**src/rtl/scsi_regport_pkg.sv**
```systemverilog
package scsi_regport_pkg;
  localparam int unsigned DATA_W = 8;

  // register indices (the count registers and destination are consecutive
  // so that auto-increment loads them in one run)
  localparam int unsigned IDX_CTRL   = 'h01;
  localparam int unsigned IDX_CNT_HI = 'h12;
  localparam int unsigned IDX_CNT_MD = 'h13;
  localparam int unsigned IDX_CNT_LO = 'h14;
  localparam int unsigned IDX_DEST   = 'h15;
  localparam int unsigned IDX_STATUS = 'h17;
  localparam int unsigned IDX_CMD    = 'h18;
  localparam int unsigned IDX_DATA   = 'h19;

  localparam int unsigned CTRL_CLR_BIT = 3;
  localparam int unsigned AUX_RDY_BIT  = 0;
  localparam int unsigned AUX_INT_BIT  = 7;

  typedef enum logic [6:0] {
    CMD_RESET   = 7'h00,
    CMD_SEL_ATN = 7'h06,
    CMD_XFER    = 7'h20
  } cmd_code_e;

  typedef enum logic [1:0] {
    PH_DATA_OUT = 2'd0,
    PH_DATA_IN  = 2'd1,
    PH_COMMAND  = 2'd2
  } bus_phase_e;

  localparam logic [7:0] ST_RESET_DONE  = 8'h01;
  localparam logic [7:0] ST_SEL_TIMEOUT = 8'h42;
  localparam logic [7:0] ST_SELECTED    = 8'h88;
  localparam logic [7:0] ST_XFER_DONE   = 8'h18;
endpackage

```
**src/rtl/scsi_regport_ptr.sv**
```systemverilog
module scsi_regport_ptr #(
  parameter int unsigned SEL_W = 5
) (
  input  logic             clk,
  input  logic             rst,
  input  logic             load,
  input  logic [SEL_W-1:0] load_val,
  input  logic             step,
  output logic [SEL_W-1:0] sel
);
  always_ff @(posedge clk) begin
    if (rst)       sel <= '0;
    else if (load) sel <= load_val;
    else if (step) sel <= sel + SEL_W'(1);
  end
endmodule

```
**src/rtl/scsi_regport_file.sv**
```systemverilog
module scsi_regport_file #(
  parameter int unsigned NREGS  = 32,
  parameter int unsigned DATA_W = 8,
  localparam int unsigned SEL_W = $clog2(NREGS)
) (
  input  logic              clk,
  input  logic              rst,
  input  logic              host_we,
  input  logic [SEL_W-1:0]  host_idx,
  input  logic [DATA_W-1:0] host_wdata,
  input  logic              eng_we,
  input  logic [SEL_W-1:0]  eng_idx,
  input  logic [DATA_W-1:0] eng_wdata,
  output logic [DATA_W-1:0] regs [NREGS]
);
  for (genvar i = 0; i < NREGS; i++) begin : g_reg
    always_ff @(posedge clk) begin
      if (rst)
        regs[i] <= '0;
      else if (eng_we && eng_idx == SEL_W'(i))
        regs[i] <= eng_wdata;
      else if (host_we && host_idx == SEL_W'(i))
        regs[i] <= host_wdata;
    end
  end
endmodule

```
**src/rtl/scsi_regport_engine.sv**
```systemverilog
module scsi_regport_engine
  import scsi_regport_pkg::*;
#(
  parameter int unsigned SEL_W = 5,
  parameter int unsigned NTGT  = 8,
  localparam int unsigned TID_W = $clog2(NTGT),
  localparam int unsigned CNT_W = 3 * DATA_W
) (
  input  logic              clk,
  input  logic              rst,
  input  logic              val_wr,
  input  logic              val_rd,
  input  logic [SEL_W-1:0]  sel,
  input  logic [6:0]        cmd_code,
  input  logic              ctrl_clr,
  input  logic [DATA_W-1:0] cnt_hi,
  input  logic [DATA_W-1:0] cnt_md,
  input  logic [DATA_W-1:0] cnt_lo,
  input  logic [TID_W-1:0]  tgt_id,
  input  logic [NTGT-1:0]   target_present,
  input  logic              target_wants_out,
  output logic              pending,
  output logic              st_we,
  output logic [DATA_W-1:0] st_val,
  output logic              data_err
);
  logic             active;
  logic [CNT_W-1:0] xfer_len;
  logic [CNT_W-1:0] byte_ptr;

  logic cmd_wr, data_wr, ctrl_wr, stat_rd, accept, last;
  bus_phase_e end_phase;

  always_comb begin
    cmd_wr  = val_wr && sel == SEL_W'(IDX_CMD);
    data_wr = val_wr && sel == SEL_W'(IDX_DATA);
    ctrl_wr = val_wr && sel == SEL_W'(IDX_CTRL);
    stat_rd = val_rd && sel == SEL_W'(IDX_STATUS);
    accept  = data_wr && active && (byte_ptr < xfer_len);
    last    = accept && (byte_ptr + CNT_W'(1) == xfer_len);
    end_phase = target_wants_out ? PH_DATA_OUT : PH_DATA_IN;
  end

  always_comb begin
    st_we  = 1'b0;
    st_val = '0;
    if (cmd_wr && cmd_code == CMD_RESET) begin
      st_we  = 1'b1;
      st_val = ST_RESET_DONE;
    end else if (cmd_wr && cmd_code == CMD_SEL_ATN) begin
      st_we  = 1'b1;
      st_val = target_present[tgt_id] ? (ST_SELECTED | DATA_W'(PH_COMMAND))
                                      : ST_SEL_TIMEOUT;
    end else if (last) begin
      st_we  = 1'b1;
      st_val = ST_XFER_DONE | DATA_W'(end_phase);
    end
  end

  always_ff @(posedge clk) begin
    if (rst) begin
      pending  <= 1'b0;
      active   <= 1'b0;
      xfer_len <= '0;
      byte_ptr <= '0;
      data_err <= 1'b0;
    end else begin
      if (cmd_wr) begin
        unique case (cmd_code)
          CMD_RESET, CMD_SEL_ATN: begin
            pending <= 1'b1;
            active  <= 1'b0;
          end
          CMD_XFER: begin
            xfer_len <= {cnt_hi, cnt_md, cnt_lo};
            byte_ptr <= '0;
            active   <= 1'b1;
            pending  <= 1'b0;
          end
          default: ;
        endcase
      end
      if (accept) begin
        byte_ptr <= byte_ptr + CNT_W'(1);
        if (last) begin
          active  <= 1'b0;
          pending <= 1'b1;
        end
      end
      if (data_wr && !accept) data_err <= 1'b1;
      if (ctrl_wr && ctrl_clr) pending <= 1'b0;
      if (stat_rd) pending <= 1'b0;
    end
  end
endmodule

```
**src/rtl/scsi_regport.sv**
```systemverilog
module scsi_regport
  import scsi_regport_pkg::*;
#(
  parameter int unsigned NREGS    = 32,
  parameter int unsigned NTGT     = 8,
  parameter int unsigned ADDR_W   = 3,
  parameter int unsigned SEL_OFS  = 3,
  parameter int unsigned VAL_OFS  = 7
) (
  input  logic              clk,
  input  logic              rst,
  input  logic [ADDR_W-1:0] host_addr,
  input  logic              host_wr,
  input  logic              host_rd,
  input  logic [7:0]        host_wdata,
  output logic [7:0]        host_rdata,
  input  logic [NTGT-1:0]   target_present,
  input  logic              target_wants_out,
  output logic              irq,
  output logic              data_err
);
  localparam int unsigned SEL_W = $clog2(NREGS);
  localparam int unsigned TID_W = $clog2(NTGT);

  logic is_sel_port, is_val_port;
  logic addr_wr, val_wr, addr_rd, val_rd;
  logic [SEL_W-1:0]  sel;
  logic [DATA_W-1:0] regs [NREGS];
  logic              pending, st_we;
  logic [DATA_W-1:0] st_val;

  always_comb begin
    is_sel_port = host_addr == ADDR_W'(SEL_OFS);
    is_val_port = host_addr == ADDR_W'(VAL_OFS);
    addr_wr = host_wr && is_sel_port;
    val_wr  = host_wr && is_val_port;
    addr_rd = host_rd && !host_wr && is_sel_port;
    val_rd  = host_rd && !host_wr && is_val_port;
  end

  scsi_regport_ptr #(.SEL_W(SEL_W)) u_ptr (
    .clk(clk), .rst(rst),
    .load(addr_wr), .load_val(host_wdata[SEL_W-1:0]),
    .step(val_wr), .sel(sel)
  );

  scsi_regport_file #(.NREGS(NREGS), .DATA_W(DATA_W)) u_file (
    .clk(clk), .rst(rst),
    .host_we(val_wr), .host_idx(sel), .host_wdata(host_wdata),
    .eng_we(st_we), .eng_idx(SEL_W'(IDX_STATUS)), .eng_wdata(st_val),
    .regs(regs)
  );

  scsi_regport_engine #(.SEL_W(SEL_W), .NTGT(NTGT)) u_eng (
    .clk(clk), .rst(rst),
    .val_wr(val_wr), .val_rd(val_rd), .sel(sel),
    .cmd_code(host_wdata[6:0]), .ctrl_clr(host_wdata[CTRL_CLR_BIT]),
    .cnt_hi(regs[IDX_CNT_HI]), .cnt_md(regs[IDX_CNT_MD]),
    .cnt_lo(regs[IDX_CNT_LO]), .tgt_id(regs[IDX_DEST][TID_W-1:0]),
    .target_present(target_present), .target_wants_out(target_wants_out),
    .pending(pending), .st_we(st_we), .st_val(st_val), .data_err(data_err)
  );

  always_ff @(posedge clk) begin
    if (rst) begin
      host_rdata <= '0;
      irq        <= 1'b0;
    end else begin
      irq <= pending;
      if (addr_rd) begin
        host_rdata <= '0;
        host_rdata[AUX_RDY_BIT] <= 1'b1;
        host_rdata[AUX_INT_BIT] <= pending;
      end else if (val_rd) begin
        host_rdata <= regs[sel];
      end
    end
  end
endmodule

```
**config.mk**
```make
export PLATFORM = sky130hd
export DESIGN_NAME = scsi_regport
export DESIGN_NICKNAME = d
export VERILOG_FILES = /design/src/rtl/scsi_regport_pkg.sv /design/src/rtl/scsi_regport_ptr.sv /design/src/rtl/scsi_regport_file.sv /design/src/rtl/scsi_regport_engine.sv /design/src/rtl/scsi_regport.sv
export SDC_FILE = /design/constraint.sdc
export NUM_CORES = 1
export LEC_CHECK = 0
export ABC_AREA = 1
export CELL_PAD_IN_SITES_DETAIL_PLACEMENT = 0
export CELL_PAD_IN_SITES_GLOBAL_PLACEMENT = 1
export CORE_ASPECT_RATIO = 0.6
export CORE_MARGIN = 2
export CORE_UTILIZATION = 35
export DETAILED_ROUTE_END_ITERATION = 8
export DONT_BUFFER_PORTS = 1
export PLACE_DENSITY_LB_ADDON = 0.1
export SYNTH_ARGS = -nofsm -noshare
export SYNTH_HDL_FRONTEND = slang
export SYNTH_SLANG_ARGS = --single-unit
```
**constraint.sdc**
```tcl
create_clock -name clk -period 3.61 [get_ports clk]
set_input_delay 0.5415 -clock clk [delete_from_list [all_inputs] [get_ports clk]]
set_output_delay 0.5415 -clock clk [all_outputs]
set_load 0.05 [all_outputs]
```
==> results of run 1 <==
-- where the power goes --
part	switching, mW	leakage (nW)	total [mW]	internal [mW]
Sequential	0.0156	2.59	3.56	3.55
Combinational	0.310	3.39	0.409	0.0991
Clock	1.56	0.577	3.80	2.24
-- logic make-up (layout without fill, tap and decap cells) --
family | Yosys count | count (layout) | share of synthesized area
simple gates | 669 | 669 | 0.1892
buf+inv | 361 | 320 | 0.08894
flops | 321 | 321 | 0.4111
xor+xnor | 1 | 1 | 0.0005605
fa+ha+maj | 31 | 31 | 0.02482
compound gates | 872 | 872 | 0.2854
-- sequential cells by signal (all words and copies together), names as in the netlist --
register and flops:
host_rdata 8, irq 1, u_eng.active 1, u_eng.data_err 1
u_eng.byte_ptr 24, u_file.regs 256, u_eng.pending 1, u_ptr.sel 5
u_eng.xfer_len 24
-- placed cells by master (no fill, tap or decap), types with 3 or more instances in the layout --
cell type and n:
nand3_4 3, a21oi_1 389, o22ai_1 15, dfxtp_1 319
inv_1 204, nor2_1 197, nor2_2 6, buf_4 41
buf_12 5, bufinv_16 3, inv_2 5, clkinv_1 3
ha_1 31, nand4_1 20, clkbuf_1 7, nand3_1 101
o21a_1 3, nand2_1 297, a221oi_1 4, clkbuf_16 37
o21ai_0 442, nor4_1 3, nand2_2 14, o211ai_1 3
a31oi_1 4, nor2_4 11, clkbuf_8 7, nor3_1 4
-- final timing paths --
check | end | cells past startpoint | slack (ns)
setup / recovery | host_rdata[6] | 7 | 0.79
hold / removal | u_eng.byte_ptr[5] | 1 | 0.07
setup reg to reg | host_rdata[6] | 7 | 0.79
hold reg to reg | u_file.regs[219] | 2 | 0.44
-- area by class of cell --
cell class | instances | area share
clock inverter | 8 | 0.008062
inverter | 215 | 0.04686
multi-input combinational | 1573 | 0.4495
clock buffer | 51 | 0.06032
tap | 579 | 0.04168
sequential | 321 | 0.3701
timing repair buffer | 46 | 0.02347
-- metal layers --
metal	GRT usage	vias up
met5	0	-
met4	0.04017	0
met3	0.05651	50
met2	0.3092	438
met1	0.3979	7132
li1	-	7488
==> parameters.txt, run 1 <==
Parameter                              Value

Synth
  Synth Area per Inst ... 6.931 um2
  Mapped Cells ... 2255
  Sequential cell area fraction in the yosys report ... 0.4111
  Count of flip-flops with a built-in enable after synthesis ... 0
  Area contributors post-synth ... dfxtp_1, o21ai_0, a21oi_1
  List of most frequent post-synthesis cells ... o21ai_0, a21oi_1, dfxtp_1, nand2_1, inv_1
  Share of synthesized flip-flops with an asynchronous set or reset ... 0
  Fraction of post-synthesis cell area in the top cell type by area ... 0.4111
  Number of nets produced by synthesis ... 2310
  Number of synthesis warnings ... 0
  Leading area contributor after synthesis ... dfxtp_1
  Netlist area before placement ... 0.01563 mm2
  Leading register cell type out of synthesis ... dfxtp_1
  Number of register bits inferred by synthesis ... 321
  Top-count cell post-synth ... o21ai_0
  Library cells used by synthesis ... 46

Placement
  Global placer's final weighted congestion ... 0.8882
  Worst setup slack before clock tree synthesis ... 0.7681 ns
  DPL Wire Length ... 39020 um
  Area of placed instances ... 0.01619 mm2
  Cell count after placement ... 2734
  Number of buffers added on ports ... 0

STA
  Min Tclk post-route ... 2.817 ns
  Pin slew with the least headroom to its limit ... 1.216 ns
  Worst setup skew after layout ... 0.02464 ns
  Final Hold Viols ... 0
  Worst slew margin relative to its limit ... 0.1884
  Min setup slack post-route ... 0.7934 ns
  Sum Neg Setup Slack ... 0 ns
  Maximum frequency from static timing analysis ... 355.0 MHz
  Fin. max-slew vios ... 0
  RSZ-0062 raised after global routing ... no
  Final-layout worst hold slack ... 0.07192 ns
  Tcrit/Tclk final ... 0.7802
  Final setup violation count ... 0

Power
  Leak ... 6.555 nW
  Maximum vdd drop ... 0.2581 mV
  Power density over the cells ... 447.3 mW/mm2
  Total Power Consumption ... 7.776 mW

Critical path
  Number of buffers and inverters on the critical path ... 1
  CP arrival ... 3.28 ns
  Crit path max-delay cell type ... o21ai_0
  Element type at the critical path start ... register
  CP max FO ... 154
  Cells traversed along the worst timing path ... buf_12 > o21ai_0 > o21ai_0 > nand2_1 > nand4_1 > o21ai_0 > a21oi_1
  Crit Path Class ... register to register
  CP endpoint kind ... register
  R2r startpoint ... u_ptr.sel[0]
  Cell occurring most often along the worst timing path ... o21ai_0
  Largest delay share family, worst path ... compound AO/OA/AOI/OAI gates
  Required time worst endpoint ... 4.07 ns
  Worst path max stage delay ... 0.84 ns
  Launching instance or port of the critical path ... u_ptr.sel[0]

Route
  DRC violation count after routing ... 0
  Vias post-DR ... 15110
  Count of TritonRoute iterations in the first routing pass ... 5
  Detail Route met2 WL ... 21110 um
  Post-DR vias/cell ... 5.409
  Total met3 wirelength after detailed routing ... 4492 um
  ANT nets after route ... 0
  Wire per inst ... 20.52 um
  Highest routing layer actually used ... met4
  Total length of routed wires ... 57330 um
  Routed metal-1 wirelength ... 30990 um
  Number of DRC markers after the initial detailed-route iteration ... 1251

Clock network
  Library cell used as clock root buffer ... clkbuf_16
  Worst-Skew Late Latency ... 0.54 ns
  CTS hold repair buffers ... 0
  Number of buffers on the longest clock path ... 3
  Clock slew seen by the registers of the worst setup and hold paths ... 0.07 ns
  Number of buffers inserted during clock tree synthesis ... 35
  H-tree depth reported by CTS ... 2
  Clock Sinks ... 321
  Post-CTS repair timing setup buffer count ... 0
  CTS resizes ... 0
  Clock tree from TritonCTS ... yes

Global routing
  Maximum number of pins on one net before global-route repair ... 155
  Vias in the first global route ... 13500
  Sum of overflow across all layers after global routing ... 0
  Total GRT Usage ... 0.2420
  First-pass GRT wire length ... 86570 um
  Initial antenna violation count ... 0

Die
  Horizontal die dimension ... 276.8 um
  Area of the placeable core ... 0.04370 mm2
  Top-Level Pins ... 34
  Cell row count ... 59
  Die Span Y ... 167.7 um
  Initial core utilization ... 0.3577
  Die ar. ... 0.04642 mm2

Layout
  Multi-input combinational cell area ... 0.007814 mm2
  Design Area, Final ... 0.01738 mm2
  Share of layout cells above drive strength 1 ... 0.06775
  Final net count ... 2247
  Register area ... 0.006434 mm2
  Core occupancy in the finished layout ... 0.3978
  Post-route insts no fill ... 2793
  Fillers ... 4586
  Area delta synth->final ... 11.22%
  Antenna fix cells ... 0

Run
  Number of max-cap violations ... 0

Status
  Result of the run ... finished clean

Worst hold path
  Origin of the worst min-delay path ... rst
  Class of the tightest hold or removal check ... input pin to register
(Power assumes the default switching activity.)
==> run 2, diff against run 1 <==
==> constraint.sdc (replaced) <==
create_clock -name clk -period 2.5 [get_ports clk]
set_input_delay 0.375 -clock clk [delete_from_list [all_inputs] [get_ports clk]]
set_output_delay 0.375 -clock clk [all_outputs]
set_load 0.05 [all_outputs]
==> run 2 against run 1 <==
  * The flow now finishes with violations (setup timing)
  * Worst hold slack lost 0.042 ns
  * Design area grew 9.7%
  * Sequential power grew 45%
  * Combinational power grew 57%
  * Clock-buffer cell count is the same
  * Critical path depth grew 4
  * Global-route usage grew 0.60 points
  * First-iteration DRC count grew 17%
  * Non-clock buffer count grew 132
  * Largest cell class unchanged
  * Largest power group unchanged
==> parameters.txt, run 2 (synthesized netlist as in run 1, its figures left out) <==
Parameter                              Value

Clock network
  Number of buffers on the longest clock path ... 3
  Clock Sinks ... 321
  Clock tree from TritonCTS ... yes
  Clock slew seen by the registers of the worst setup and hold paths ... 0.06 ns
  H-tree depth reported by CTS ... 2
  Library cell used as clock root buffer ... clkbuf_16
  Number of buffers inserted during clock tree synthesis ... 35
  Worst-Skew Late Latency ... 0.53 ns

STA
  Maximum frequency from static timing analysis ... 393.9 MHz
  Tcrit/Tclk final ... 1.016
  Min Tclk post-route ... 2.539 ns
  Final setup violation count ... 13
  Min setup slack post-route ... -0.03901 ns
  Pin slew with the least headroom to its limit ... 0.8811 ns
  Worst setup skew after layout ... 0.01135 ns
  Worst slew margin relative to its limit ... 0.4120
  Fin. max-slew vios ... 0
  RSZ-0062 raised after global routing ... yes
  Final Hold Viols ... 0

Route
  Vias post-DR ... 15840
  Post-DR vias/cell ... 5.413
  Detail Route met2 WL ... 22310 um
  Wire per inst ... 20.41 um
  Count of TritonRoute iterations in the first routing pass ... 5
  ANT nets after route ... 0
  DRC violation count after routing ... 0
  Routed metal-1 wirelength ... 31740 um
  Number of DRC markers after the initial detailed-route iteration ... 1462
  Total length of routed wires ... 59720 um
  Highest routing layer actually used ... met4
  Total met3 wirelength after detailed routing ... 4983 um

Layout
  Core occupancy in the finished layout ... 0.4362
  Share of layout cells above drive strength 1 ... 0.1666
  Final net count ... 2379
  Register with the highest flop count ... u_file.regs
  Antenna fix cells ... 0
  Fillers ... 4458
  Commonest cells after routing, fill and taps aside ... o21ai_0, a21oi_1, dfxtp_1, nand2_1, inv_1
  Registers with the highest flip-flop counts ... u_file.regs x256, u_eng.byte_ptr x24, u_eng.xfer_len x24
  Post-route insts no fill ... 2926
  Area delta synth->final ... 21.97%
  Most frequent standard cell in the layout excluding fill and tap cells ... o21ai_0
  Largest register FFs ... 256

Critical path
  Launching instance or port of the critical path ... u_eng.byte_ptr[1]
  Crit Path Class ... register to register
  CP endpoint kind ... register
  CP arrival ... 3.00 ns
  Element type at the critical path start ... register
  R2r startpoint ... u_eng.byte_ptr[1]
  Required time worst endpoint ... 2.96 ns
  CP max FO ... 6

Placement
  Cell count after placement ... 2840
  Number of buffers added on ports ... 0
  Worst setup slack before clock tree synthesis ... -0.2276 ns
  DPL Wire Length ... 41190 um
  Global placer's final weighted congestion ... 0.8808

Worst hold path
  Origin of the worst min-delay path ... host_wdata[1]
  Class of the tightest hold or removal check ... input pin to register

Die
  Cell row count ... 59
  Die ar. ... 0.04642 mm2
  Area of the placeable core ... 0.04370 mm2
  Horizontal die dimension ... 276.8 um
  Die Span Y ... 167.7 um
  Top-Level Pins ... 34
  Initial core utilization ... 0.3577

Global routing
  Sum of overflow across all layers after global routing ... 0
  Total GRT Usage ... 0.2480
  Initial antenna violation count ... 3
  Maximum number of pins on one net before global-route repair ... 78
  Vias in the first global route ... 13910
  First-pass GRT wire length ... 88570 um

Power
  Net switching component of the power ... 2.738 mW
  Power Internal ... 8.492 mW
  Clock share of power ... 0.484
  Power density over the cells ... 589.1 mW/mm2
  Fraction of power consumed by combinational cells ... 0.057
  Maximum vdd drop ... 0.4001 mV
  Portion of total power attributed to sequential cells ... 0.459
  Leak ... 7.379 nW
  Net switching share of the total power ... 0.2438

Status
  Result of the run ... finished, violations left
  Violations in the final reports ... setup timing

Run
  Number of max-cap violations ... 0
[run 2: changes by cell type in the layout (fill, tap and decap cells not counted), moves of 14 or more]
| cell | previous run | this run |
|---|---|---|
| buf_4 | 41 | 143 |
| nand2_1 | 297 | 265 |
| nand2_2 | 14 | 39 |
| nor2_1 | 197 | 174 |
| dfxtp_1 | 319 | 303 |
| buf_6 | 0 | 15 |
| nor2_4 | 11 | 25 |
[run 2: final timing paths]
kind / depth (start not counted) / end / slack [ns]
min: 2 / u_ptr.sel[1] / 0.03
max: 11 / u_eng.byte_ptr[19] / -0.04
min reg2reg: 2 / u_file.regs[219] / 0.44
max reg2reg: 11 / u_eng.byte_ptr[19] / -0.04
[run 2: power by group through the flow]
stage | Combinational, mW | Clock (mW) | Sequential (mW)
2_1_floorplan | 0.370 | 0 | 5.26
3_3_place_gp | 0.602 | 0 | 5.27
3_5_place_dp | 0.599 | 0 | 5.27
4_1_cts | 0.631 | 5.54 | 5.15
5_1_grt | 0.693 | 5.77 | 5.15
6_report | 0.642 | 5.44 | 5.15
[run 2: cell type report]
| type | instances | area (um2) | area share |
|---|---|---|---|
| Multi-Input combinational cell | 1573 | 8263 | 0.4334 |
| Sequential cell | 321 | 6464 | 0.3390 |
| Clock inverter | 9 | 76.32 | 0.004003 |
| Tap cell | 579 | 724.4 | 0.03800 |
| Timing Repair Buffer | 178 | 1610 | 0.08447 |
| Clock buffer | 51 | 1110 | 0.05821 |
| Inverter | 215 | 817.0 | 0.04286 |
[run 2: stage by stage]
step	setup TNS [ns]	hold slack (ns)	instance area (um2)	power (mW)
after floorplan	0	0.4166	15630	5.630
after global placement	-1.118	0.4273	17070	5.872
after detailed placement	-0.8386	0.4323	17070	5.868
after CTS	0	0.004992	18480	11.32
after global routing	-2.906	0.007585	19060	11.62
final	-0.2715	0.03016	19060	11.23
[run 2: timing repair]
item                                    CTS  global route
hold buffers                              6             0
gates resized for setup                  20           139
pin swaps                                 4            51
buffers inserted                          6            11
endpoints found under the setup margin   10            33
cloned                                    1             2
hold endpoints to repair                 45             0
[run 2: critical path: stages (launching register included)]
cell and delay [ns]:
dfxtp_4 0.36, buf_6 0.12, ha_4 0.25, a21oi_2 0.04
o21a_1 0.21, o211ai_1 0.41, nand3_1 0.13, and2_4 0.19
nor2_4 0.30, clkbuf_16 0.26, nand2_2 0.06, a21oi_2 0.11
[run 2: layer usage]
layer | vias to the layer above | GRT usage
met5 | - | 0
met4 | 0 | 0.04064
met3 | 62 | 0.05218
met2 | 514 | 0.3178
met1 | 7512 | 0.4107
li1 | 7751 | -
